<file path="config.mk">
export PLATFORM = sky130hd
export DESIGN_NAME = gated_bcd_counter
export DESIGN_NICKNAME = d
export VERILOG_FILES = /design/src/rtl/gbc_pkg.sv /design/src/rtl/gbc_ctrl.sv /design/src/rtl/gbc_decade.sv /design/src/rtl/gbc_datapath.sv /design/src/rtl/gated_bcd_counter.sv
export SDC_FILE = /design/constraint.sdc
export NUM_CORES = 1
export LEC_CHECK = 0
export CAP_MARGIN = 20
export CORE_ASPECT_RATIO = 1.5
export CORE_UTILIZATION = 30
export DETAILED_ROUTE_END_ITERATION = 12
export PLACE_DENSITY = 0.46
export SLEW_MARGIN = 25
export SYNTH_ARGS = -nofsm -noshare
export SYNTH_HDL_FRONTEND = slang
export SYNTH_SLANG_ARGS = --single-unit
</file>
<file path="constraint.sdc">
create_clock -name clk -period 3.3 [get_ports clk]
set_clock_uncertainty 0.1 [all_clocks]
set_input_delay 0.99 -clock clk [delete_from_list [all_inputs] [get_ports clk]]
set_output_delay 0.99 -clock clk [all_outputs]
set_load 0.005 [all_outputs]
</file>
<file path="src/rtl/gbc_pkg.sv">
package gbc_pkg;
  localparam int DIGIT_W = 4;
  localparam logic [DIGIT_W-1:0] DIGIT_MAX = 4'd9;

  typedef struct packed {
    logic countEn;
    logic clr;
    logic load;
  } ctrlStrobe_t;
endpackage

</file>
<file path="src/rtl/gbc_ctrl.sv">
module gbc_ctrl
  import gbc_pkg::*;
(
  input  logic        clk,
  input  logic        rstN,
  input  logic        eventIn,
  input  logic        gateEn,
  input  logic        clearIn,
  input  logic        latchIn,
  output ctrlStrobe_t strobe
);
  logic prevEvent;

  always_ff @(posedge clk or negedge rstN) begin
    if (!rstN) prevEvent <= 1'b0;
    else       prevEvent <= eventIn;
  end

  always_comb begin
    strobe.countEn = gateEn & eventIn & ~prevEvent;
    strobe.clr     = clearIn;
    strobe.load    = latchIn;
  end

  // a held event yields a single count pulse
  assert_single_pulse_R2: assert property (@(posedge clk) disable iff (!rstN)
    strobe.countEn |=> !strobe.countEn);
  // a closed gate never produces a count pulse
  assert_gate_blocks_R3: assert property (@(posedge clk) disable iff (!rstN)
    !gateEn |-> !strobe.countEn);
endmodule

</file>
<file path="src/rtl/gbc_decade.sv">
module gbc_decade
  import gbc_pkg::*;
(
  input  logic               clk,
  input  logic               rstN,
  input  logic               clr,
  input  logic               inc,
  output logic [DIGIT_W-1:0] digit,
  output logic               carry
);
  logic atMax;
  assign atMax = (digit == DIGIT_MAX);
  assign carry = inc & atMax;

  always_ff @(posedge clk or negedge rstN) begin
    if (!rstN)      digit <= '0;
    else if (clr)   digit <= '0;
    else if (inc)   digit <= atMax ? '0 : digit + 4'd1;
  end

  // value stays within BCD range
  assert_bcd_range_R4: assert property (@(posedge clk) disable iff (!rstN)
    digit <= DIGIT_MAX);
  // nine plus one wraps to zero
  assert_wrap_R4: assert property (@(posedge clk) disable iff (!rstN)
    (inc && !clr && digit == DIGIT_MAX) |=> digit == '0);
  // a non-nine digit advances by exactly one
  assert_step_R2: assert property (@(posedge clk) disable iff (!rstN)
    (inc && !clr && digit != DIGIT_MAX) |=> digit == $past(digit) + 4'd1);
  // clear zeroes the decade
  assert_clear_R5: assert property (@(posedge clk) disable iff (!rstN)
    clr |=> digit == '0);
  // no increment, no clear, no change
  assert_hold_R3: assert property (@(posedge clk) disable iff (!rstN)
    (!inc && !clr) |=> $stable(digit));
endmodule

</file>
<file path="src/rtl/gbc_datapath.sv">
module gbc_datapath
  import gbc_pkg::*;
#(
  parameter int NUM_DECADES = 7
) (
  input  logic                           clk,
  input  logic                           rstN,
  input  ctrlStrobe_t                    strobe,
  output logic [NUM_DECADES*DIGIT_W-1:0] digitsOut,
  output logic                           overflowOut
);
  localparam int TOTAL_W = NUM_DECADES * DIGIT_W;

  logic [NUM_DECADES:0]  incChain;
  logic [TOTAL_W-1:0]    liveDigits;
  logic [TOTAL_W-1:0]    heldDigits;
  logic                  ovfQ;

  assign incChain[0] = strobe.countEn;

  for (genvar k = 0; k < NUM_DECADES; k++) begin : gDecade
    gbc_decade uDecade (
      .clk   (clk),
      .rstN  (rstN),
      .clr   (strobe.clr),
      .inc   (incChain[k]),
      .digit (liveDigits[k*DIGIT_W +: DIGIT_W]),
      .carry (incChain[k+1])
    );
  end

  always_ff @(posedge clk or negedge rstN) begin
    if (!rstN)                 ovfQ <= 1'b0;
    else if (strobe.clr)       ovfQ <= 1'b0;
    else if (incChain[NUM_DECADES]) ovfQ <= 1'b1;
  end

  always_ff @(posedge clk or negedge rstN) begin
    if (!rstN)            heldDigits <= '0;
    else if (strobe.load) heldDigits <= liveDigits;
  end

  assign digitsOut   = strobe.load ? liveDigits : heldDigits;
  assign overflowOut = ovfQ;

  // top carry sets the flag
  assert_ovf_set_R6: assert property (@(posedge clk) disable iff (!rstN)
    (incChain[NUM_DECADES] && !strobe.clr) |=> overflowOut);
  // flag is sticky until clear
  assert_ovf_sticky_R6: assert property (@(posedge clk) disable iff (!rstN)
    (overflowOut && !strobe.clr) |=> overflowOut);
  // clear drops the flag
  assert_ovf_clear_R5: assert property (@(posedge clk) disable iff (!rstN)
    strobe.clr |=> !overflowOut);
  // holding register frozen while latch low
  assert_hold_frozen_R8: assert property (@(posedge clk) disable iff (!rstN)
    !strobe.load |=> $stable(heldDigits));
endmodule

</file>
<file path="src/rtl/gated_bcd_counter.sv">
module gated_bcd_counter
  import gbc_pkg::*;
#(
  parameter int NUM_DECADES = 7
) (
  input  logic                           clk,
  input  logic                           rstN,
  input  logic                           eventIn,
  input  logic                           gateEn,
  input  logic                           clearIn,
  input  logic                           latchIn,
  output logic [NUM_DECADES*DIGIT_W-1:0] digitsOut,
  output logic                           overflowOut
);
  ctrlStrobe_t strobe;

  gbc_ctrl uCtrl (
    .clk     (clk),
    .rstN    (rstN),
    .eventIn (eventIn),
    .gateEn  (gateEn),
    .clearIn (clearIn),
    .latchIn (latchIn),
    .strobe  (strobe)
  );

  gbc_datapath #(.NUM_DECADES(NUM_DECADES)) uData (
    .clk         (clk),
    .rstN        (rstN),
    .strobe      (strobe),
    .digitsOut   (digitsOut),
    .overflowOut (overflowOut)
  );
endmodule

</file>
# After elaboration in Yosys (flattened, before gate mapping)
# Index checks and enable logic that the tools add are counted.
# Widths: inputs -> output; s select.
[totals] reg_bits=58 inputBits=6 word_cells=66
[op_classes] addsub=7 eq_ne=7 mux=24 bitwise=10 reduce_logical=8
[op_table] operator="$mux 4" n=21
[op_table] operator="$add 4x1->4 const B" n=7
[op_table] operator="$eq 4x4->1 const B" n=7
[op_table] operator="$mux 28" n=1
[op_table] operator="$reduce_bool 2->1" n=8
[op_table] operator="$and 1x1->1" n=9
[op_table] operator="$mux 1" n=2
[op_table] operator="$not 1->1" n=1

# Depth between registers and ports, before layout
[depth] ltp_word=11 ltp_mapped=9

# Hierarchy
# A second synthesis with hierarchy kept.
[unflattened] cells_unflattened=247 area_unflattened_um2=2912.8
[by_module_without_submodules] module="gbc_decade (uData.gDecade[0].uDecade ...)" instances=6 cells_each=26 area_per_inst_um2=241.5 seq_area_each_um2=100.1
[by_module_without_submodules] module="gbc_datapath" instances=1 cells_each=61 area_per_inst_um2=1177.4 seq_area_each_um2=725.7
[by_module_without_submodules] module="gbc_decade (uData.gDecade[1].uDecade)" instances=1 cells_each=26 area_per_inst_um2=237.7 seq_area_each_um2=100.1
[by_module_without_submodules] module="gbc_ctrl" instances=1 cells_each=4 area_per_inst_um2=48.8 seq_area_each_um2=25.0

# Least setup slack after synthesis
# OpenSTA, ideal clock, no wires.
[synth_path] path_kind="input port to output port" start="in latchIn" end="out digitsOut[0]" t_arrival_ps=1924 required_time_ps=2210 setup_slack_ps=286 stages=3 n_path_buf=2 cell_sequence="clkbuf_1 > buf_2 > mux2_2"
[synth_via] elab_chain_len=1
[synth_rtl] item="start: declaration" line_no="gated_bcd_counter.sv:11" text="input logic latchIn,"
[synth_rtl] item="$mux 28" line_no="gbc_datapath.sv:43" text="assign digitsOut = strobe.load ? liveDigits : heldDigits;"
[synth_rtl] item="end: declaration" line_no="gated_bcd_counter.sv:12" text="output logic [NUM_DECADES*DIGIT_W-1:0] digitsOut,"
# Every way passes these cells.

# Final worst setup path
[layout_path] start="in latchIn" end="out digitsOut[15]"
# The elaborated chain is that of the path after synthesis.

==> impl.org <==
** Run status
- Result of the run :: completed

** Power
- Static leakage power :: roughly 1.6 nW
- The worst-case IR drop observed on VDD is ~0.00027 V.
- Power spread over the standard cell area amounts to roughly 450 nW/µm².

** Worst setup path
- Data on the critical path is required at its endpoint by 2210 ps.
- The setup check on the worst reg-to-reg path leaves a slack of ~1100 ps.
- Slowest stage cell, crit path :: clkdlybuf4s50_1
- Cell family contributing the most delay on the critical path :: buffers and inverters
- Number of buffer and inverter stages on the critical path :: 3
- Traced cell by cell, the critical path runs through buf_4 -> buf_16 -> mux2_2 -> clkdlybuf4s50_1.
- Path type of the worst setup path :: input pin to primary output
- Critical register-to-register path startpoint :: uData.gDecade[0].uDecade.digit[1]$_DFFE_PN0P_
- For this run, the slowest stage of the critical path takes 440 ps.
- Tracing the worst setup path back leads to its startpoint at latchIn.
- Arrival @ worst endpoint :: about 2100 ps
- Of all nets on the critical path, the largest fanout is 14.
- CP Capture Type :: primary output
- The worst setup path is launched from an input pin.

** Global route
- Overflow left after global routing :: 0
- The number of global-route vias before repair was between 2k and 2.5k.
- Number of antenna violations at the first check in global routing :: 0
- Combined global-route utilization of all metal layers :: between 10 and 15%
- The first global-routing pass estimated between 10 and 15 mm of wire.
- Entering global routing, the biggest net connects 59 pins.

** CTS
- H-tree levels :: 3
- CTS placed an instance of clkbuf_16 at the clock tree root.
- CTS tree :: yes
- Hold repair after CTS inserted 0 buffers.
- No sink is reached through more buffers than the 2 on the longest clock path.
- Clock Sinks :: 58
- Worst-skew pair later-pin latency :: approximately 330 ps
- In this run, CTS created clock tree buffers numbering 9.
- Clock slew seen by the registers of the worst setup and hold paths :: approximately 50 ps
- Post-CTS Setup Inserts :: 0
- Count of cells resized by post-cts repair :: 8

** Drt
- Routed via count divided by cell count :: 5.061
- Post-detailed-route wirelength per cell :: between 15 and 20 µm
- Wires add up to about 6.3 mm.
- DRC violations left :: 0
- Once detail routing completed, the nets flagged for antenna violations numbered 0.
- After the first detailed-routing iteration, the DRC count stood at between 100 and 150.
- First-pass DRT Iterations :: 4
- The routed layout has just over 2k vias.

** Finish
- NumNets Final :: 311
- Share of final-layout standard cells stronger than drive strength 1 :: between 10% and 20%
- Number of inserted diodes :: 0
- Most common library cell in the layout ignoring fill and taps :: dfrtp_1
- In the layout the commonest cells are dfrtp_1 (58), clkdlybuf4s50_1 (32), mux2_2 (29), a21oi_1 (17).
- Signed area change from the synthesized netlist to the final layout :: 26.34%

** Timing
- The final hold violation count is 0.
- Setup repair after global routing left no endpoint under its margin.
- Time the worst path needs with I/O delays and setup :: between 3000 and 4000 ps
- The number of slew-limit violations in the final report came to 0.
- Across all hold checks on the routed design, the worst slack comes to slightly below 400 ps.
- Derived from the worst setup path, the maximum achievable clock frequency is slightly above 300 MHz.
- Number of setup violations in the final report :: 0
- Worst Max-Slew Pin Slew :: between 700 and 800 ps
- Measured against its own limit, the worst slew margin works out to between 50% and 60%.
- The worst path uses 97.39% of the clock period.
- Worst setup margin :: 86.14 ps

** Floorplanning
- Ports :: 35
- Horizontal die dimension :: approximately 80 µm
- Once the floorplan was initialized, standard cells occupied a little under a third of the core.
- Die ar. :: around 9900 µm²
- Core area :: 9254 µm²
- Measured along the y axis, the die boundary spans ~120 µm.
- The floorplan has 43 rows.

** Logic synthesis
- In this run the cell area of the synthesized design comes to around 2900 µm².
- Primary flip-flop cell chosen by synthesis mapping :: dfrtp_1
- Post-synthesis cell type count :: 36
- Number of flops mapped to enable cells by yosys :: 0
- Number of instances in the synthesized netlist :: 253
- Synth warnings :: 0
- A synthesized cell averages 11.27 µm².
- By area the synthesized netlist is led by dfrtp_1 (51%), mux2_2 (11%), ha_1 (6.1%).
- The largest total area in the synthesized netlist belongs to dfrtp_1.
- After synthesis, flip-flops and latches occupy between 50% and 60% of the total area.
- Proportion of netlist area held by the largest area contributor :: 50.92%
- Of all flip-flops after synthesis, the portion carrying an async set or reset was 100.0%.
- Syn Nets :: between 200 and 300
- Register bit count reported by yosys :: 58

** Min path
- The startpoint identified for the worst hold timing path is uData.heldDigits[7]$_DFF_PN0_.
- Class of the tightest hold or removal check :: flop to flop

** Placement
- At the placement stage, the worst setup path has a slack of -327.3 ps.
- Summed over all nets, the half-perimeter wirelength after detailed placement is around 3.9 mm.
- Port-buffer cells :: 34
- Routability congestion estimate from global placement :: roughly 0.73

** Flow run
- Across the run, the number of max-cap violations was 0.
==> cell type report <==
type | count | area (µm²)
clock buffers | 13 | 250.2
clock inverters | 3 | 15.01
fillers | 963 | 5653
inverters | 12 | 45.04
multi-input cells | 170 | 1269
flip-flops and latches | 58 | 1451
well taps | 112 | 140.1
repair buffers | 40 | 430.4
==> flip-flops by register name (all words and copies together), names as in the netlist <==
register                     flops
uData.overflowOut                1
uData.gDecade.uDecade.digit     28
uCtrl.prevEvent                  1
uData.heldDigits                28
==> through the flow <==
step / cells / TNS (ps) / util, % / instance area [µm²] / power [mW]
final: 408 / 0 / 38.91 / 3601 / 1.606
after global routing: 408 / 0 / 38.91 / 3601 / 1.679
after CTS: 408 / 0 / 38.91 / 3601 / 1.640
after detailed placement: 390 / -8883 / 35.48 / 3283 / 0.7855
after global placement: 390 / -9280 / 35.48 / 3283 / 0.7854
after floorplan: 253 / 0 / - / 2850 / 0.7514
==> cell usage after synthesis (all sizes together) (5+ instances only) <==
cell type / instances
a21oi: 17
and3b: 8
buf: 9
dfrtp: 58
ha: 14
inv: 12
mux2: 29
nand2: 15
nand3: 7
nand4: 5
nor2: 14
o21ai: 12
o311ai: 5
or3: 7
or4: 9
==> path summary, 6_finish.rpt <==
check	end	depth (start not counted)
max	digitsOut[15]	4
max reg2reg	uData.gDecade[3].uDecade.digit[2]$_DFFE_PN0P_	6
min reg2reg	uData.heldDigits[7]$_DFF_PN0_	1
min in group asynchronous	uData.heldDigits[8]$_DFF_PN0_	2
min	uData.heldDigits[7]$_DFF_PN0_	1
max in group asynchronous	uData.heldDigits[20]$_DFF_PN0_	2
==> layer usage <==
layer / track usage, % / share of wire (%)
met1: 18.27 / 45
met2: 22.55 / 48
met3: 3.835 / 3.2
met4: 8.772 / 3.1
met5: 0 / 0
==> logic make-up after synthesis <==
group                      Yosys count  synth area share, %
muxes                               31                12.16
adders and majority gates           14                6.146
AOI/OAI and AO/OA                   46                9.877
DFF                                 58                50.92
buffers and inverters               25                4.565
and+or+nand+nor                     79                16.33
==> power breakdown <==
| part | internal, mW | leakage [nW] | total, mW | switching, mW |
|---|---|---|---|---|
| clock | 0.523 | 0.133 | 0.824 | 0.301 |
| sequential | 0.715 | 0.808 | 0.717 | 0.00155 |
| combinational | 0.0259 | 0.668 | 0.0654 | 0.0395 |
| total | 1.26 | 1.61 | 1.61 | 0.342 |
No activity file was read; power rests on OpenSTA's default activity.
